==> src/rtl/rsched_pkg.sv <==
package rsched_pkg;

    localparam int QDEPTH  = 8;
    localparam int ADDR_W  = 32;
    localparam int CNT_W   = 6;
    localparam int IDX_W   = $clog2(QDEPTH);
    localparam int OCC_W   = $clog2(QDEPTH + 1);
    localparam logic [CNT_W-1:0] CNT_MAX = '1;

    typedef struct packed {
        logic [ADDR_W-1:0] addr;
        logic              row_hit;
        logic [CNT_W-1:0]  skips;
    } rs_entry_t;

    typedef enum logic [1:0] {
        PICK_HEAD,
        PICK_STARVED,
        PICK_ROWHIT
    } rs_pick_kind_e;

    function automatic logic [CNT_W-1:0] sat_inc(input logic [CNT_W-1:0] v);
        return (v == CNT_MAX) ? v : v + 1'b1;
    endfunction

    function automatic logic [IDX_W-1:0] lowest_set(input logic [QDEPTH-1:0] v);
        logic [IDX_W-1:0] r;
        r = '0;
        for (int i = QDEPTH - 1; i >= 0; i--) begin
            if (v[i]) r = IDX_W'(i);
        end
        return r;
    endfunction

endpackage

==> src/rtl/rsched_queue.sv <==
module rsched_queue
    import rsched_pkg::*;
(
    input  logic                  clk,
    input  logic                  rst,
    input  logic                  push,
    input  rs_entry_t             push_ent,
    input  logic                  pop,
    input  logic [IDX_W-1:0]      pop_idx,
    output rs_entry_t             slots [QDEPTH],
    output logic [QDEPTH-1:0]     occupied,
    output logic [OCC_W-1:0]      fill
);

    rs_entry_t        mem   [QDEPTH];
    rs_entry_t        above [QDEPTH];
    rs_entry_t        nxt   [QDEPTH];
    logic [OCC_W-1:0] fill_q;
    logic [OCC_W-1:0] tail;

    // Each slot's upper neighbour, used to close the gap left by a pop.
    genvar g;
    generate
        for (g = 0; g < QDEPTH; g++) begin : g_above
            if (g == QDEPTH - 1) begin : g_top
                assign above[g] = '0;
            end else begin : g_mid
                assign above[g] = mem[g + 1];
            end
            assign slots[g]    = mem[g];
            assign occupied[g] = (OCC_W'(g) < fill_q);
        end
    endgenerate

    assign fill = fill_q;
    assign tail = fill_q - OCC_W'(pop);

    always_comb begin
        for (int i = 0; i < QDEPTH; i++) begin
            nxt[i] = mem[i];
            if (pop) begin
                if (IDX_W'(i) < pop_idx) begin
                    // Older than the issued entry: it was overtaken.
                    nxt[i].skips = sat_inc(mem[i].skips);
                end else begin
                    nxt[i] = above[i];
                end
            end
        end
        if (push) begin
            nxt[tail[IDX_W-1:0]] = push_ent;
        end
    end

    always_ff @(posedge clk) begin
        if (rst) begin
            fill_q <= '0;
            for (int i = 0; i < QDEPTH; i++) mem[i] <= '0;
        end else begin
            fill_q <= fill_q + OCC_W'(push) - OCC_W'(pop);
            for (int i = 0; i < QDEPTH; i++) mem[i] <= nxt[i];
        end
    end

endmodule

==> src/rtl/rsched_pick.sv <==
module rsched_pick
    import rsched_pkg::*;
(
    input  rs_entry_t           slots [QDEPTH],
    input  logic [QDEPTH-1:0]   occupied,
    input  logic                reorder_en,
    input  logic [CNT_W-1:0]    starve_limit,
    output logic [IDX_W-1:0]    pick_idx,
    output rs_pick_kind_e       pick_kind
);

    logic [QDEPTH-1:0] starving;
    logic [QDEPTH-1:0] hitting;

    always_comb begin
        for (int i = 0; i < QDEPTH; i++) begin
            starving[i] = occupied[i] && (slots[i].skips >= starve_limit);
            hitting[i]  = occupied[i] && slots[i].row_hit;
        end
        pick_idx  = '0;
        pick_kind = PICK_HEAD;
        if (reorder_en) begin
            if (|starving) begin
                pick_idx  = lowest_set(starving);
                pick_kind = PICK_STARVED;
            end else if (|hitting) begin
                pick_idx  = lowest_set(hitting);
                pick_kind = PICK_ROWHIT;
            end
        end
    end

endmodule

==> src/rtl/reorder_sched.sv <==
module reorder_sched
    import rsched_pkg::*;
(
    input  logic              clk,
    input  logic              rst,
    input  logic              cfg_reorder_en,
    input  logic [CNT_W-1:0]  cfg_starve_limit,
    input  logic              req_valid,
    output logic              req_ready,
    input  logic [ADDR_W-1:0] req_addr,
    input  logic              req_row_hit,
    output logic              iss_valid,
    input  logic              iss_ready,
    output logic [ADDR_W-1:0] iss_addr,
    output logic              iss_row_hit
);

    rs_entry_t         slots [QDEPTH];
    rs_entry_t         new_ent;
    logic [QDEPTH-1:0] occupied;
    logic [OCC_W-1:0]  fill;
    logic [IDX_W-1:0]  pick_idx;
    rs_pick_kind_e     pick_kind;
    logic              push;
    logic              pop;

    assign req_ready = (fill < OCC_W'(QDEPTH));
    assign iss_valid = (fill != '0);
    assign push      = req_valid && req_ready;
    assign pop       = iss_valid && iss_ready;

    assign new_ent.addr    = req_addr;
    assign new_ent.row_hit = req_row_hit;
    assign new_ent.skips   = '0;

    rsched_queue u_queue (
        .clk      (clk),
        .rst      (rst),
        .push     (push),
        .push_ent (new_ent),
        .pop      (pop),
        .pop_idx  (pick_idx),
        .slots    (slots),
        .occupied (occupied),
        .fill     (fill)
    );

    rsched_pick u_pick (
        .slots        (slots),
        .occupied     (occupied),
        .reorder_en   (cfg_reorder_en),
        .starve_limit (cfg_starve_limit),
        .pick_idx     (pick_idx),
        .pick_kind    (pick_kind)
    );

    assign iss_addr    = slots[pick_idx].addr;
    assign iss_row_hit = slots[pick_idx].row_hit;

endmodule

==> config.mk <==
export PLATFORM = sky130hd
export DESIGN_NAME = reorder_sched
export DESIGN_NICKNAME = d
export VERILOG_FILES = /design/src/rtl/rsched_pkg.sv /design/src/rtl/rsched_queue.sv /design/src/rtl/rsched_pick.sv /design/src/rtl/reorder_sched.sv
export SDC_FILE = /design/constraint.sdc
export NUM_CORES = 1
export LEC_CHECK = 0
export ABC_CLOCK_PERIOD_IN_PS = 4510
export BUFFER_PORTS_ARGS = -buffer_cell sky130_fd_sc_hd__buf_2
export CELL_PAD_IN_SITES_DETAIL_PLACEMENT = 2
export CELL_PAD_IN_SITES_GLOBAL_PLACEMENT = 2
export CORE_MARGIN = 8
export CORE_UTILIZATION = 39
export DETAILED_ROUTE_END_ITERATION = 12
export PLACE_DENSITY = 0.84
export SYNTH_ARGS = -nofsm -noshare
export SYNTH_HDL_FRONTEND = slang
export SYNTH_SLANG_ARGS = --single-unit
==> constraint.sdc <==
create_clock -name clk -period 4.51 [get_ports clk]
set_input_delay 0.451 -clock clk [delete_from_list [all_inputs] [get_ports clk]]
set_output_delay 0.451 -clock clk [all_outputs]
set_load 0.005 [all_outputs]
==> results of run 1 <==
repair_timing:
action,CTS,global route
hold buffers,0,0
gates cloned,4,1
gates resized for setup,26,34
setup buffers,7,8
pin swaps,4,3
endpoints found under the setup margin,35,33
layer usage:
metal / global-route usage / share of wire
met5: 0 / 0.00052
met4: 0.206 / 0.068
met3: 0.0641 / 0.074
met2: 0.515 / 0.47
met1: 0.368 / 0.39
kinds of logic after synthesis:
group,after synthesis,share of synthesized area
flops,316,0.354
buf+inv,228,0.0554
simple gates,555,0.142
xor+xnor,9,0.00441
mux,349,0.195
fa+ha+maj,63,0.0445
compound gates,512,0.204
registers in the layout (all words and copies together) (netlist names):
name and cells:
u_queue.fill 4, u_queue.mem 312
cell usage after synthesis (3+ instances only):
library cell / n
sky130_fd_sc_hd__a22o_1: 35
sky130_fd_sc_hd__nor4_1: 4
sky130_fd_sc_hd__clkbuf_1: 111
sky130_fd_sc_hd__a311oi_1: 35
sky130_fd_sc_hd__o21ai_1: 3
sky130_fd_sc_hd__o21ai_0: 25
sky130_fd_sc_hd__a21oi_1: 67
sky130_fd_sc_hd__ha_1: 62
sky130_fd_sc_hd__a211oi_1: 222
sky130_fd_sc_hd__xor2_1: 3
sky130_fd_sc_hd__buf_4: 8
sky130_fd_sc_hd__or3_1: 3
sky130_fd_sc_hd__nor2_1: 280
sky130_fd_sc_hd__nand2b_1: 18
sky130_fd_sc_hd__nand2_1: 97
sky130_fd_sc_hd__nor3_1: 17
sky130_fd_sc_hd__a21o_1: 10
sky130_fd_sc_hd__o22ai_1: 70
sky130_fd_sc_hd__o21a_1: 4
sky130_fd_sc_hd__a31oi_1: 14
sky130_fd_sc_hd__nand4_1: 11
sky130_fd_sc_hd__or2_2: 38
sky130_fd_sc_hd__mux2i_1: 347
sky130_fd_sc_hd__and4_1: 3
sky130_fd_sc_hd__o31ai_1: 3
sky130_fd_sc_hd__nand3b_1: 4
sky130_fd_sc_hd__xnor2_1: 6
sky130_fd_sc_hd__inv_1: 35
sky130_fd_sc_hd__and3_1: 12
sky130_fd_sc_hd__buf_1: 40
sky130_fd_sc_hd__dfxtp_1: 316
sky130_fd_sc_hd__and2_1: 6
sky130_fd_sc_hd__nor2b_1: 11
sky130_fd_sc_hd__buf_6: 10
sky130_fd_sc_hd__buf_2: 24
sky130_fd_sc_hd__nand3_1: 39
cell type report:
cell class                      instances  share of cell area
Antenna cell                            3            0.000361
Clock buffer                           61              0.0592
Clock inverter                          9             0.00541
Inverter                               35             0.00643
Multi-Input combinational cell       1488               0.524
Sequential cell                       316               0.304
Tap cell                              600              0.0361
Timing Repair Buffer                  155              0.0636
worst paths after layout:
kind	startpoint	endpoint	slack, ns
hold / removal	req_addr[10]	u_queue.mem[0][290]	0.23
setup / recovery	u_queue.mem[0][39]	iss_addr[3]	-0.29
setup reg to reg	u_queue.mem[0][39]	u_queue.mem[0][45]	-0.15
hold reg to reg	u_queue.mem[0][292]	u_queue.mem[0][253]	0.49
report_power, final:
| part | internal, mW | switching [mW] |
|---|---|---|
| logic | 3.50 | 5.89 |
| clock network | 2.00 | 1.44 |
| registers | 3.56 | 0.942 |
| total | 9.05 | 8.28 |
per-stage QoR:
stage | setup TNS (ns) | instances | util | hold slack (ns) | power (mW)
after CTS | 0 | 2655 | 0.455 | 0.222 | 16.4
after global routing | -4.17 | 2667 | 0.460 | 0.255 | 17.6
after detailed placement | 0 | 2574 | 0.419 | 0.483 | 12.1
final | -3.90 | 2667 | 0.460 | 0.230 | 17.3
after global placement | 0 | 2574 | 0.419 | 0.458 | 11.7
after floorplan | 0 | 2032 | - | 0.437 | 9.23
worst max-delay path, delay by kind of cell, from the launching register on:
family                     cells  cell delay [ns]
AOI/OAI and AO/OA              3             1.02
adders and majority gates      1             0.30
buffers and inverters          4             0.66
DFF                            1             0.42
and+or+nand+nor                6             1.35
==> flow_summary.html, run 1 <==
<table>
<tr><th>Metric</th><th>Value</th></tr>
<tr><th colspan="2">Status</th></tr>
<tr><td>Run status</td><td>complete, but fails checks</td></tr>
<tr><td>Violations in the final reports</td><td>negative setup slack</td></tr>
<tr><th colspan="2">Route</th></tr>
<tr><td>Number of iterations in the first detailed-routing pass</td><td>5</td></tr>
<tr><td>Final ANT Viol Nets</td><td>0</td></tr>
<tr><td>Detailed-route vias per instance</td><td>roughly 6.9</td></tr>
<tr><td>Number of remaining DRC errors</td><td>0</td></tr>
<tr><td>Iteration-0 DRC Markers</td><td>1791</td></tr>
<tr><td>Via count</td><td>18.3k</td></tr>
<tr><td>Wire length per cell</td><td>34.3 um</td></tr>
<tr><td>Total wire length after detailed routing</td><td>91500 um</td></tr>
<tr><th colspan="2">Synth</th></tr>
<tr><td>Top cells by area in the synthesized netlist</td><td>sky130_fd_sc_hd__dfxtp_1 35%, sky130_fd_sc_hd__mux2i_1 19%, sky130_fd_sc_hd__a211oi_1 9.3%</td></tr>
<tr><td>Post-synthesis cell area</td><td>between 15000 and 20000 um2</td></tr>
<tr><td>Count of mapped cells out of synthesis</td><td>2032</td></tr>
<tr><td>Flip-flop and latch count after synthesis</td><td>316</td></tr>
<tr><td>Leading register cell type out of synthesis</td><td>sky130_fd_sc_hd__dfxtp_1</td></tr>
<tr><td>EDFF count, synth</td><td>0</td></tr>
<tr><td>Warnings from Yosys</td><td>0</td></tr>
<tr><td>Post-synthesis net count</td><td>2139</td></tr>
<tr><td>Syn_area_per_cell</td><td>8.80 um2</td></tr>
<tr><td>Post-synth cell types</td><td>66</td></tr>
<tr><td>Sequential element share of the synthesized area</td><td>0.354</td></tr>
<tr><td>Area share of the leading cell type in the synthesized netlist</td><td>0.354</td></tr>
<tr><td>Yosys top cell by area</td><td>sky130_fd_sc_hd__dfxtp_1</td></tr>
<tr><td>Async SR Flop Fraction</td><td>0</td></tr>
<tr><th colspan="2">Clock network</th></tr>
<tr><td>Cell at the root of the clock tree</td><td>sky130_fd_sc_hd__clkbuf_16</td></tr>
<tr><td>Clock latency of the later-clocked register in the worst-skew pair</td><td>slightly above 0.6 ns</td></tr>
<tr><td>Clock Pin Slew Worst Setup and Hold Paths</td><td>0.06 ns</td></tr>
<tr><td>TritonCTS clock tree</td><td>built</td></tr>
<tr><td>CTS HTree Levels</td><td>2</td></tr>
<tr><td>Clock Tree Buf Depth</td><td>3</td></tr>
<tr><td>CTS Buf Count</td><td>39</td></tr>
<tr><td>Clk sinks</td><td>316</td></tr>
<tr><th colspan="2">Die</th></tr>
<tr><td>Die Wd</td><td>between 200 and 250 um</td></tr>
<tr><td>Number of rows in the core area</td><td>78</td></tr>
<tr><td>Std-Cell Core Area</td><td>45300 um2</td></tr>
<tr><td>Area of the die</td><td>approximately 53000 um2</td></tr>
<tr><td>Die Y-Extent</td><td>~230 um</td></tr>
<tr><td>Number of top-level pins</td><td>roughly 80</td></tr>
<tr><td>Effective utilization at floorplan</td><td>0.395</td></tr>
<tr><th colspan="2">Setup path</th></tr>
<tr><td>Delay of the slowest cell on the worst path</td><td>0.45 ns</td></tr>
<tr><td>CP Capture Type</td><td>output port</td></tr>
<tr><td>Path type of the worst setup path</td><td>reg2out</td></tr>
<tr><td>Number of cells on the worst reg-to-reg path</td><td>13</td></tr>
<tr><td>WP data required</td><td>4.06 ns</td></tr>
<tr><td>Sequence of cells on the critical path</td><td>inv_1 &gt; ha_1 &gt; nand2b_1 &gt; a31oi_1 &gt; o22ai_2 &gt; nor4_4 &gt; buf_4 &gt; and3_4 &gt; or3_4 &gt; nand2_4 &gt; buf_12 &gt; o22ai_1 &gt; or2_2 &gt; buf_2</td></tr>
<tr><td>Worst EP arrival</td><td>around 4.4 ns</td></tr>
<tr><td>Cell with the largest stage delay on the worst path</td><td>sky130_fd_sc_hd__o22ai_1</td></tr>
<tr><td>Critical path peak fanout</td><td>17</td></tr>
<tr><td>Startpoint kind of the worst setup timing path</td><td>register</td></tr>
<tr><th colspan="2">Placed design</th></tr>
<tr><td>HPWL reported at the end of detailed placement</td><td>42800 um</td></tr>
<tr><td>Number of input and output port buffers inserted</td><td>78</td></tr>
<tr><td>Worst setup slack before clock tree synthesis</td><td>0.0818 ns</td></tr>
<tr><td>DP Area</td><td>19000 um2</td></tr>
<tr><td>Weighted congestion at the end of routability-driven global placement</td><td>0.798</td></tr>
<tr><th colspan="2">GRT</th></tr>
<tr><td>Antenna violations before repair</td><td>7</td></tr>
<tr><td>Largest net degree at the start of global routing</td><td>134</td></tr>
<tr><td>Remaining global-route overflow</td><td>0</td></tr>
<tr><td>Global-route wire length before repair</td><td>approximately 130000 um</td></tr>
<tr><td>Total routing usage reported by global routing</td><td>0.313</td></tr>
<tr><td>Vias in the first global route</td><td>20.1k</td></tr>
<tr><th colspan="2">Cells and area</th></tr>
<tr><td>Post-layout nets</td><td>2142</td></tr>
<tr><td>Commonest non-fill, non-tap cell in the layout</td><td>sky130_fd_sc_hd__mux2i_1</td></tr>
<tr><td>Most frequent cells in the layout</td><td>339 x sky130_fd_sc_hd__mux2i_1, 310 x sky130_fd_sc_hd__dfxtp_1, 279 x sky130_fd_sc_hd__nor2_1</td></tr>
<tr><td>Filler instances</td><td>4800</td></tr>
<tr><td>Area of the multi-input gates</td><td>approximately 11000 um2</td></tr>
<tr><td>Total non-filler cell area in the finished layout</td><td>20800 um2</td></tr>
<tr><td>Share of cells above drive strength 1</td><td>0.159</td></tr>
<tr><td>Synthesis-to-finish area growth</td><td>16.3%</td></tr>
<tr><td>FF+latch area</td><td>6340 um2</td></tr>
<tr><th colspan="2">Pwr</th></tr>
<tr><td>Power per Cell Area</td><td>833 nW/um2</td></tr>
<tr><td>Leakage power total</td><td>slightly above 8 nW</td></tr>
<tr><td>Worst vdd rail ir drop</td><td>0.399 mV</td></tr>
<tr><th colspan="2">Timing</th></tr>
<tr><td>Relative max-transition margin</td><td>0.263</td></tr>
<tr><td>Worst Clk Skew</td><td>around 0.058 ns</td></tr>
<tr><td>Maximum achievable frequency</td><td>208 MHz</td></tr>
<tr><td>Final count of hold timing violations</td><td>0</td></tr>
<tr><td>Share of the cycle needed by the critical path after routing</td><td>1.06</td></tr>
<tr><td>Min Clock Period, post-route</td><td>4.80 ns</td></tr>
<tr><td>Slew of the pin with the lowest slew margin</td><td>1.11 ns</td></tr>
<tr><td>Number of slew-limit violations in the final report</td><td>0</td></tr>
<tr><td>Number of failing setup endpoints in the final timing report</td><td>34</td></tr>
<tr><td>Unrepaired setup endpoints after global routing</td><td>yes</td></tr>
<tr><td>Worst-case setup margin in the final layout</td><td>-0.291 ns</td></tr>
<tr><th colspan="2">Worst hold path</th></tr>
<tr><td>Hold Path Stages</td><td>2</td></tr>
<tr><td>Type of the worst min-delay path</td><td>in2reg</td></tr>
<tr><th colspan="2">Job</th></tr>
<tr><td>Max Cap Violations</td><td>0</td></tr>
</table>
Power figures use the tool's default switching activity.
==> run 2, diff against run 1 <==
--- a/config.mk
+++ b/config.mk
@@ -9,7 +9,7 @@
 export BUFFER_PORTS_ARGS = -buffer_cell sky130_fd_sc_hd__buf_2
 export CELL_PAD_IN_SITES_DETAIL_PLACEMENT = 2
 export CELL_PAD_IN_SITES_GLOBAL_PLACEMENT = 2
-export CORE_MARGIN = 8
+export CORE_MARGIN = 1
 export CORE_UTILIZATION = 39
 export DETAILED_ROUTE_END_ITERATION = 12
 export PLACE_DENSITY = 0.84
==> run 2 against run 1 <==
The flow still finishes with violations (negative setup slack). Utilization increased by 0.16 points. Sequential power about the same. Total power decreased by 0.90%. Clock power increased by 1%. Register-to-register slack improved by 0.39 ns. Highest routed layer unchanged. Worst setup slack improved by 0.19 ns. Cell area increased by 0.35%. Maximum frequency increased by 4.1%. Critical path type unchanged. Combinational power decreased by 2.1%. First-iteration DRC count decreased by 16%.
==> flow_summary.html, run 2 (same netlist as run 1, synthesis figures left out) <==
<table>
<tr><th>Metric</th><th>Value</th></tr>
<tr><th colspan="2">Pwr</th></tr>
<tr><td>Total power</td><td>17.2 mW (was 17.3 mW)</td></tr>
<tr><td>Worst vdd rail ir drop</td><td>0.395 mV (was 0.399 mV)</td></tr>
<tr><td>Power per Cell Area</td><td>822 nW/um2 (was 833 nW/um2)</td></tr>
<tr><td>Leakage power total</td><td>8.21 nW (about the same)</td></tr>
<tr><th colspan="2">Setup path</th></tr>
<tr><td>Worst EP arrival</td><td>4.16 ns (was 4.35 ns)</td></tr>
<tr><td>Worst R2R End</td><td>u_queue.mem[0][76] (was u_queue.mem[0][45])</td></tr>
<tr><td>Destination of the critical timing path</td><td>iss_addr[25] (was iss_addr[3])</td></tr>
<tr><td>Startpoint kind of the worst setup timing path</td><td>register (unchanged)</td></tr>
<tr><td>Startpoint of the worst-slack reg-to-reg timing path</td><td>u_queue.mem[0][238] (was u_queue.mem[0][39])</td></tr>
<tr><td>Setup slack on the worst flop-to-flop path</td><td>0.24 ns (was -0.15 ns)</td></tr>
<tr><td>Critical path peak fanout</td><td>22 (was 17)</td></tr>
<tr><td>Path type of the worst setup path</td><td>reg2out (unchanged)</td></tr>
<tr><td>WP data required</td><td>4.06 ns (about the same)</td></tr>
<tr><td>CP Capture Type</td><td>output port (unchanged)</td></tr>
<tr><td>Number of cells on the worst reg-to-reg path</td><td>11 (was 13)</td></tr>
<tr><td>Launching element of the worst setup path</td><td>u_queue.mem[0][238] (was u_queue.mem[0][39])</td></tr>
<tr><th colspan="2">Timing</th></tr>
<tr><td>Worst-case setup margin in the final layout</td><td>-0.103 ns (was -0.291 ns)</td></tr>
<tr><td>Maximum achievable frequency</td><td>217 MHz (was 208 MHz)</td></tr>
<tr><td>Share of the cycle needed by the critical path after routing</td><td>1.02 (was 1.06)</td></tr>
<tr><td>Worst Clk Skew</td><td>0.0375 ns (was 0.0585 ns)</td></tr>
<tr><td>Number of failing setup endpoints in the final timing report</td><td>29 (was 34)</td></tr>
<tr><td>Slew of the pin with the lowest slew margin</td><td>1.13 ns (was 1.11 ns)</td></tr>
<tr><td>Final count of hold timing violations</td><td>0 (unchanged)</td></tr>
<tr><td>Number of slew-limit violations in the final report</td><td>0 (unchanged)</td></tr>
<tr><td>Unrepaired setup endpoints after global routing</td><td>yes (unchanged)</td></tr>
<tr><td>Min Clock Period, post-route</td><td>4.61 ns (was 4.80 ns)</td></tr>
<tr><td>Relative max-transition margin</td><td>0.244 (was 0.263)</td></tr>
<tr><th colspan="2">Worst hold path</th></tr>
<tr><td>Type of the worst min-delay path</td><td>in2reg (unchanged)</td></tr>
<tr><th colspan="2">Cells and area</th></tr>
<tr><td>Area of the multi-input gates</td><td>11000 um2 (was 10900 um2)</td></tr>
<tr><td>Filler instances</td><td>4773 (was 4800)</td></tr>
<tr><td>FF+latch area</td><td>6340 um2 (about the same)</td></tr>
<tr><td>Share of cells above drive strength 1</td><td>0.164 (was 0.159)</td></tr>
<tr><td>Fraction of the core area covered by cells at the end of the flow</td><td>0.461 (was 0.460)</td></tr>
<tr><td>Post-layout nets</td><td>2146 (was 2142)</td></tr>
<tr><td>Synthesis-to-finish area growth</td><td>16.7% (was 16.3%)</td></tr>
<tr><td>Most frequent cells in the layout</td><td>334 x sky130_fd_sc_hd__mux2i_1, 308 x sky130_fd_sc_hd__dfxtp_1, 279 x sky130_fd_sc_hd__nor2_1 (was 339 x sky130_fd_sc_hd__mux2i_1, 310 x sky130_fd_sc_hd__dfxtp_1, 279 x sky130_fd_sc_hd__nor2_1)</td></tr>
<tr><td>Register with the most flip-flops</td><td>u_queue.mem (unchanged)</td></tr>
<tr><td>Commonest non-fill, non-tap cell in the layout</td><td>sky130_fd_sc_hd__mux2i_1 (unchanged)</td></tr>
<tr><td>Largest register FFs</td><td>312 (unchanged)</td></tr>
<tr><th colspan="2">GRT</th></tr>
<tr><td>Antenna violations before repair</td><td>4 (was 7)</td></tr>
<tr><td>Largest net degree at the start of global routing</td><td>142 (was 134)</td></tr>
<tr><td>Total routing usage reported by global routing</td><td>0.354 (was 0.313)</td></tr>
<tr><td>Remaining global-route overflow</td><td>0 (unchanged)</td></tr>
<tr><td>Vias in the first global route</td><td>20.2k (was 20.1k)</td></tr>
<tr><td>Global-route wire length before repair</td><td>128000 um (was 130000 um)</td></tr>
<tr><th colspan="2">Placed design</th></tr>
<tr><td>HPWL reported at the end of detailed placement</td><td>43900 um (was 42800 um)</td></tr>
<tr><td>Weighted congestion at the end of routability-driven global placement</td><td>0.845 (was 0.798)</td></tr>
<tr><td>Number of input and output port buffers inserted</td><td>78 (unchanged)</td></tr>
<tr><th colspan="2">Die</th></tr>
<tr><td>Number of top-level pins</td><td>79 (unchanged)</td></tr>
<tr><td>Number of rows in the core area</td><td>78 (unchanged)</td></tr>
<tr><td>Die Wd</td><td>216 um (was 230 um)</td></tr>
<tr><td>Std-Cell Core Area</td><td>45300 um2 (unchanged)</td></tr>
<tr><td>Die Y-Extent</td><td>216 um (was 230 um)</td></tr>
<tr><td>Area of the die</td><td>46700 um2 (was 53000 um2)</td></tr>
<tr><td>Effective utilization at floorplan</td><td>0.395 (unchanged)</td></tr>
<tr><th colspan="2">Route</th></tr>
<tr><td>Total wire length after detailed routing</td><td>85900 um (was 91500 um)</td></tr>
<tr><td>Wire length per cell</td><td>32.2 um (was 34.3 um)</td></tr>
<tr><td>Via count</td><td>18.0k (was 18.3k)</td></tr>
<tr><td>Number of iterations in the first detailed-routing pass</td><td>5 (unchanged)</td></tr>
<tr><td>Detailed-route vias per instance</td><td>6.74 (was 6.86)</td></tr>
<tr><td>Iteration-0 DRC Markers</td><td>1510 (was 1791)</td></tr>
<tr><td>Number of remaining DRC errors</td><td>0 (unchanged)</td></tr>
<tr><td>Final ANT Viol Nets</td><td>0 (unchanged)</td></tr>
<tr><th colspan="2">Clock network</th></tr>
<tr><td>Clock Pin Slew Worst Setup and Hold Paths</td><td>0.07 ns (was 0.06 ns)</td></tr>
<tr><td>CTS Buf Count</td><td>39 (unchanged)</td></tr>
<tr><td>CTS HTree Levels</td><td>2 (unchanged)</td></tr>
<tr><td>TritonCTS clock tree</td><td>built (unchanged)</td></tr>
<tr><td>Clock latency of the later-clocked register in the worst-skew pair</td><td>0.59 ns (was 0.62 ns)</td></tr>
<tr><td>Clock Tree Buf Depth</td><td>3 (unchanged)</td></tr>
<tr><td>Clk sinks</td><td>316 (unchanged)</td></tr>
<tr><td>Cell at the root of the clock tree</td><td>sky130_fd_sc_hd__clkbuf_16 (unchanged)</td></tr>
<tr><th colspan="2">Status</th></tr>
<tr><td>Run status</td><td>complete, but fails checks (unchanged)</td></tr>
<tr><td>Violations in the final reports</td><td>negative setup slack (unchanged)</td></tr>
<tr><th colspan="2">Job</th></tr>
<tr><td>Max Cap Violations</td><td>0 (unchanged)</td></tr>
</table>
[run 2: worst max-delay path: stages (launching register included)]
cell and delay [ns]:
sky130_fd_sc_hd__dfxtp_1 0.71, sky130_fd_sc_hd__ha_1 0.38, sky130_fd_sc_hd__a211oi_1 0.30, sky130_fd_sc_hd__o21ai_2 0.15
sky130_fd_sc_hd__nand4_1 0.18, sky130_fd_sc_hd__a31oi_4 0.16, sky130_fd_sc_hd__a311oi_4 0.27, sky130_fd_sc_hd__buf_6 0.23
sky130_fd_sc_hd__buf_16 0.22, sky130_fd_sc_hd__mux2i_1 0.33, sky130_fd_sc_hd__o22ai_1 0.16, sky130_fd_sc_hd__or2_2 0.34
sky130_fd_sc_hd__buf_2 0.13
[run 2: routing by layer]
metal / GRT usage / share of wire / vias to the layer above
met1: 0.409 / 0.40 / 9283
met5: 0 / 0.00015 / -
met2: 0.611 / 0.49 / 886
met4: 0.206 / 0.052 / 2
met3: 0.0672 / 0.060 / 337
li1: - / - / 7492
[run 2: cell type report]
cell class | instances | area share
antenna | 2 | 0.000240
clock buffer | 60 | 0.0558
clock inverter | 10 | 0.00947
inverter | 35 | 0.00653
multi-input combinational | 1488 | 0.527
sequential | 316 | 0.304
tap | 600 | 0.0359
timing repair buffer | 159 | 0.0615
[run 2: worst min path at each step]
| stage | startpoint | to | slack [ns] | cells past startpoint |
|---|---|---|---|---|
| 4_1_cts | req_addr[0] | u_queue.mem[0][280] | 0.22 | 2 |
| 6_report | req_addr[18] | u_queue.mem[0][259] | 0.24 | 3 |
| 2_1_floorplan | u_queue.mem[0][273] | u_queue.mem[0][273] | 0.44 | 2 |
| 5_1_grt | req_addr[18] | u_queue.mem[0][298] | 0.24 | 2 |
| 3_3_place_gp | u_queue.mem[0][299] | u_queue.mem[0][299] | 0.48 | 1 |
| 3_5_place_dp | u_queue.mem[0][274] | u_queue.mem[0][274] | 0.49 | 1 |
[run 2: timing repair]
action,CTS,global route
resized for setup,42,41
gates cloned,3,2
setup endpoints to repair,34,33
pin swaps,6,7
hold buffers,0,0
setup buffers,10,6
endpoints found under the hold margin,0,0
[run 2: through the flow]
stage               std cells  hold WS (ns)  setup slack [ns]  area, um2  TNS, ns
floorplan                2032         0.437             0.501      17900        0
global placement         2578         0.478             0.309      18900        0
detailed placement       2578         0.493             0.148      18900        0
CTS                      2661         0.220          0.000372      20700        0
global route             2670         0.244            -0.121      20900    -2.14
finish                   2670         0.239            -0.103      20900    -1.24
[run 2: where the power goes]
group	switching [mW]	total [mW]	internal, mW
combinational	5.69	9.19	3.50
sequential	0.945	4.51	3.56
clock	1.41	3.48	2.07
==> run 3, diff against run 2 <==
==> constraint.sdc (replaced) <==
create_clock -name clk -period 4.51 [get_ports clk]
set_input_delay 0.451 -clock clk [delete_from_list [all_inputs] [get_ports clk]]
set_output_delay 0.451 -clock clk [all_outputs]
set_load 0.05 [all_outputs]
==> run 3 against run 2 <==
The flow still finishes with violations (negative setup slack). Flip-flop and latch count is the same. Total power up 15%. Die area unchanged. Count of clock-buffer cells in the layout fell by 4. Non-clock buffer count grew 24. Cell count grew 0.90%. Register-to-register slack lost 1.1 ns. Sequential share of layout area is 1.2 points lower. Maximum frequency decreased by 14%.
==> flow_summary.html, run 3 (same netlist as run 1, synthesis figures left out) <==
<table>
<tr><th>Metric</th><th>Value</th></tr>
<tr><th colspan="2">Die</th></tr>
<tr><td>Die Y-Extent</td><td>216 um (unchanged)</td></tr>
<tr><td>Area of the die</td><td>46700 um2 (unchanged)</td></tr>
<tr><td>Std-Cell Core Area</td><td>45300 um2 (unchanged)</td></tr>
<tr><td>Die Wd</td><td>216 um (unchanged)</td></tr>
<tr><td>Effective utilization at floorplan</td><td>0.395 (unchanged)</td></tr>
<tr><td>Number of rows in the core area</td><td>78 (unchanged)</td></tr>
<tr><td>Number of top-level pins</td><td>79 (unchanged)</td></tr>
<tr><th colspan="2">GRT</th></tr>
<tr><td>Global-route wire length before repair</td><td>131000 um (was 128000 um)</td></tr>
<tr><td>Remaining global-route overflow</td><td>0 (unchanged)</td></tr>
<tr><td>Antenna violations before repair</td><td>5 (was 4)</td></tr>
<tr><td>Total routing usage reported by global routing</td><td>0.364 (was 0.354)</td></tr>
<tr><td>Vias in the first global route</td><td>20.2k (about the same)</td></tr>
<tr><td>Largest net degree at the start of global routing</td><td>140 (was 142)</td></tr>
<tr><th colspan="2">Route</th></tr>
<tr><td>Number of remaining DRC errors</td><td>0 (unchanged)</td></tr>
<tr><td>Iteration-0 DRC Markers</td><td>1987 (was 1510)</td></tr>
<tr><td>Detailed-route vias per instance</td><td>7.13 (was 6.74)</td></tr>
<tr><td>Via count</td><td>19.2k (was 18.0k)</td></tr>
<tr><td>Final ANT Viol Nets</td><td>0 (unchanged)</td></tr>
<tr><td>Number of iterations in the first detailed-routing pass</td><td>5 (unchanged)</td></tr>
<tr><td>Total wire length after detailed routing</td><td>102000 um (was 85900 um)</td></tr>
<tr><td>Wire length per cell</td><td>38.0 um (was 32.2 um)</td></tr>
<tr><th colspan="2">Cells and area</th></tr>
<tr><td>Filler instances</td><td>4711 (was 4773)</td></tr>
<tr><td>Commonest non-fill, non-tap cell in the layout</td><td>sky130_fd_sc_hd__mux2i_1 (unchanged)</td></tr>
<tr><td>Post-layout nets</td><td>2172 (was 2146)</td></tr>
<tr><td>Synthesis-to-finish area growth</td><td>21.6% (was 16.7%)</td></tr>
<tr><td>Largest register FFs</td><td>312 (unchanged)</td></tr>
<tr><td>Share of cells above drive strength 1</td><td>0.196 (was 0.164)</td></tr>
<tr><td>Most frequent cells in the layout</td><td>307 x sky130_fd_sc_hd__mux2i_1, 304 x sky130_fd_sc_hd__dfxtp_1, 279 x sky130_fd_sc_hd__nor2_1 (was 334 x sky130_fd_sc_hd__mux2i_1, 308 x sky130_fd_sc_hd__dfxtp_1, 279 x sky130_fd_sc_hd__nor2_1)</td></tr>
<tr><td>Fraction of the core area covered by cells at the end of the flow</td><td>0.480 (was 0.461)</td></tr>
<tr><td>Register with the most flip-flops</td><td>u_queue.mem (unchanged)</td></tr>
<tr><th colspan="2">Setup path</th></tr>
<tr><td>Path type of the worst setup path</td><td>reg2out (unchanged)</td></tr>
<tr><td>CP Capture Type</td><td>output port (unchanged)</td></tr>
<tr><td>Cell occurring most often along the worst timing path</td><td>sky130_fd_sc_hd__buf_4</td></tr>
<tr><td>WP data required</td><td>4.06 ns (about the same)</td></tr>
<tr><td>Delay of the slowest cell on the worst path</td><td>0.67 ns (was 0.71 ns)</td></tr>
<tr><td>Critical path peak fanout</td><td>22 (unchanged)</td></tr>
<tr><td>Startpoint kind of the worst setup timing path</td><td>register (unchanged)</td></tr>
<tr><td>Cell with the largest stage delay on the worst path</td><td>sky130_fd_sc_hd__a21oi_1 (was sky130_fd_sc_hd__dfxtp_1)</td></tr>
<tr><td>Startpoint of the worst-slack reg-to-reg timing path</td><td>u_queue.mem[0][273] (was u_queue.mem[0][238])</td></tr>
<tr><td>Gate family responsible for the most delay along the worst path</td><td>compound AO/OA/AOI/OAI gates (unchanged)</td></tr>
<tr><td>Sequence of cells on the critical path</td><td>inv_1 &gt; ha_1 &gt; nand2b_1 &gt; a21oi_1 &gt; o21ai_0 &gt; a22oi_2 &gt; buf_4 &gt; a311o_2 &gt; buf_12 &gt; mux2i_1 &gt; o22ai_2 &gt; or2_2 &gt; buf_4 (was ha_1 &gt; a211oi_1 &gt; o21ai_2 &gt; nand4_1 &gt; a31oi_4 &gt; a311oi_4 &gt; buf_6 &gt; buf_16 &gt; mux2i_1 &gt; o22ai_1 &gt; or2_2 &gt; buf_2)</td></tr>
<tr><td>Worst EP arrival</td><td>4.94 ns (was 4.16 ns)</td></tr>
<tr><td>Worst R2R End</td><td>u_queue.mem[0][50] (was u_queue.mem[0][76])</td></tr>
<tr><td>Setup slack on the worst flop-to-flop path</td><td>-0.81 ns (was 0.24 ns)</td></tr>
<tr><td>Buffer and inverter count on the worst path</td><td>4 (was 3)</td></tr>
<tr><td>Number of cells on the worst reg-to-reg path</td><td>14 (was 11)</td></tr>
<tr><td>Critical path depth in cells</td><td>13 (was 12)</td></tr>
<tr><th colspan="2">Timing</th></tr>
<tr><td>Total Negative Setup Slacks</td><td>-40.78 ns (was -1.24 ns)</td></tr>
<tr><td>Worst hold margin</td><td>0.214 ns (was 0.239 ns)</td></tr>
<tr><td>Number of slew-limit violations in the final report</td><td>0 (unchanged)</td></tr>
<tr><td>Slew of the pin with the lowest slew margin</td><td>1.18 ns (was 1.13 ns)</td></tr>
<tr><td>Relative max-transition margin</td><td>0.213 (was 0.244)</td></tr>
<tr><td>Unrepaired setup endpoints after global routing</td><td>yes (unchanged)</td></tr>
<tr><td>Share of the cycle needed by the critical path after routing</td><td>1.20 (was 1.02)</td></tr>
<tr><td>Min Clock Period, post-route</td><td>5.39 ns (was 4.61 ns)</td></tr>
<tr><td>Maximum achievable frequency</td><td>185 MHz (was 217 MHz)</td></tr>
<tr><td>Final count of hold timing violations</td><td>0 (unchanged)</td></tr>
<tr><td>Worst-case setup margin in the final layout</td><td>-0.885 ns (was -0.103 ns)</td></tr>
<tr><td>Number of failing setup endpoints in the final timing report</td><td>166 (was 29)</td></tr>
<tr><td>Worst Clk Skew</td><td>0.0356 ns (was 0.0375 ns)</td></tr>
<tr><th colspan="2">Pwr</th></tr>
<tr><td>Leakage power total</td><td>8.47 nW (was 8.21 nW)</td></tr>
<tr><td>Switching power total</td><td>9.82 mW (was 8.05 mW)</td></tr>
<tr><td>Sequential Power Share</td><td>0.235 (was 0.262)</td></tr>
<tr><td>Part of the power in the clock network</td><td>0.184 (was 0.203)</td></tr>
<tr><td>Worst vdd rail ir drop</td><td>0.356 mV (was 0.395 mV)</td></tr>
<tr><td>Power per Cell Area</td><td>904 nW/um2 (was 822 nW/um2)</td></tr>
<tr><td>Switching share of power</td><td>0.499 (was 0.469)</td></tr>
<tr><td>Combinational cell fraction of total power</td><td>0.581 (was 0.535)</td></tr>
<tr><td>Internal power of the cells</td><td>9.85 mW (was 9.13 mW)</td></tr>
<tr><th colspan="2">Placed design</th></tr>
<tr><td>Worst setup slack before clock tree synthesis</td><td>-0.0399 ns (was 0.148 ns)</td></tr>
<tr><td>Weighted congestion at the end of routability-driven global placement</td><td>0.845 (about the same)</td></tr>
<tr><td>HPWL reported at the end of detailed placement</td><td>42600 um (was 43900 um)</td></tr>
<tr><td>Number of input and output port buffers inserted</td><td>78 (unchanged)</td></tr>
<tr><th colspan="2">Clock network</th></tr>
<tr><td>CTS HTree Levels</td><td>2 (unchanged)</td></tr>
<tr><td>TritonCTS clock tree</td><td>built (unchanged)</td></tr>
<tr><td>CTS Buf Count</td><td>40 (was 39)</td></tr>
<tr><td>CTS hold repair buffers</td><td>0 (unchanged)</td></tr>
<tr><td>Clk sinks</td><td>316 (unchanged)</td></tr>
<tr><td>Clock Pin Slew Worst Setup and Hold Paths</td><td>0.06 ns (was 0.07 ns)</td></tr>
<tr><td>Clock latency of the later-clocked register in the worst-skew pair</td><td>0.62 ns (was 0.59 ns)</td></tr>
<tr><td>Clock Tree Buf Depth</td><td>3 (unchanged)</td></tr>
<tr><td>Cell at the root of the clock tree</td><td>sky130_fd_sc_hd__clkbuf_16 (unchanged)</td></tr>
<tr><th colspan="2">Worst hold path</th></tr>
<tr><td>Type of the worst min-delay path</td><td>in2reg (unchanged)</td></tr>
<tr><td>Hold Path Stages</td><td>2 (was 3)</td></tr>
<tr><td>Hold path endpoint</td><td>u_queue.mem[0][298] (was u_queue.mem[0][259])</td></tr>
<tr><td>Origin of the worst min-delay path</td><td>req_addr[18] (unchanged)</td></tr>
<tr><th colspan="2">Status</th></tr>
<tr><td>Run status</td><td>complete, but fails checks (unchanged)</td></tr>
<tr><td>Violations in the final reports</td><td>negative setup slack (unchanged)</td></tr>
<tr><th colspan="2">Job</th></tr>
<tr><td>Max Cap Violations</td><td>0 (unchanged)</td></tr>
</table>
[run 3: how the worst max path moves through the flow]
stage	from	end	slack (ns)
after floorplan	u_queue.fill[3]	u_queue.mem[0][178]	0.07
after global placement	cfg_starve_limit[2]	iss_addr[21]	0.11
after detailed placement	cfg_starve_limit[2]	iss_addr[30]	-0.04
after CTS	u_queue.mem[0][156]	iss_addr[3]	-0.02
after global routing	u_queue.mem[0][273]	iss_addr[4]	-0.73
final	u_queue.mem[0][273]	iss_addr[4]	-0.88
[run 3: metal layers]
layer	GRT usage	vias to the layer above	wire length, um	part of all wire
li1	-	7530	-	-
met1	0.428	9670	38200	0.37
met2	0.604	1406	46600	0.45
met3	0.0685	611	9020	0.088
met4	0.240	2	8620	0.084
met5	0	-	10	0.000098
[run 3: layout make-up]
class	instances	area, um2	share of cell area
sequential	316	6350	0.292
multi-input combinational	1489	11300	0.521
clock buffer	56	1150	0.0530
tap	600	751	0.0345
antenna	1	2.50	0.000115
clock inverter	14	238	0.0109
inverter	35	139	0.00638
timing repair buffer	183	1790	0.0822
[run 3: power groups by stage]
| stage | Sequential, mW | Clock (mW) | Combinational, mW |
|---|---|---|---|
| floorplan | 4.06 | 0 | 5.83 |
| finish | 4.62 | 3.62 | 11.4 |
| detailed placement | 4.36 | 0 | 8.46 |
| global placement | 4.30 | 0 | 8.11 |
| global route | 4.64 | 3.69 | 11.5 |
| CTS | 4.39 | 3.51 | 9.34 |
[run 3: worst register-to-register path, cell delays in order (launching register included)]
cell and delay (ns):
sky130_fd_sc_hd__dfxtp_1 0.35, sky130_fd_sc_hd__inv_1 0.09, sky130_fd_sc_hd__ha_1 0.32, sky130_fd_sc_hd__nand2b_1 0.24, sky130_fd_sc_hd__a21oi_1 0.67, sky130_fd_sc_hd__o21ai_0 0.38, sky130_fd_sc_hd__a22oi_2 0.35, sky130_fd_sc_hd__buf_4 0.20
sky130_fd_sc_hd__a311oi_4 0.13, sky130_fd_sc_hd__buf_6 0.18, sky130_fd_sc_hd__buf_4 0.21, sky130_fd_sc_hd__nor3_2 0.33, sky130_fd_sc_hd__buf_4 0.56, sky130_fd_sc_hd__mux2i_1 0.20, sky130_fd_sc_hd__a211oi_1 0.93
[run 3: metrics by stage]
step                      total power, mW  instances  area (um2)
after global routing                 19.9       2694       21800
after floorplan                      9.89       2032       17900
after detailed placement             12.8       2577       19000
final                                19.7       2694       21800
after global placement               12.4       2577       19000
after CTS                            17.2       2664       20800
[run 3: repair_timing]
item,4_1_cts,5_1_grt
endpoints found under the setup margin,33,33
buffers inserted,12,23
cloned,5,6
pin swaps,5,14
resized for setup,52,145
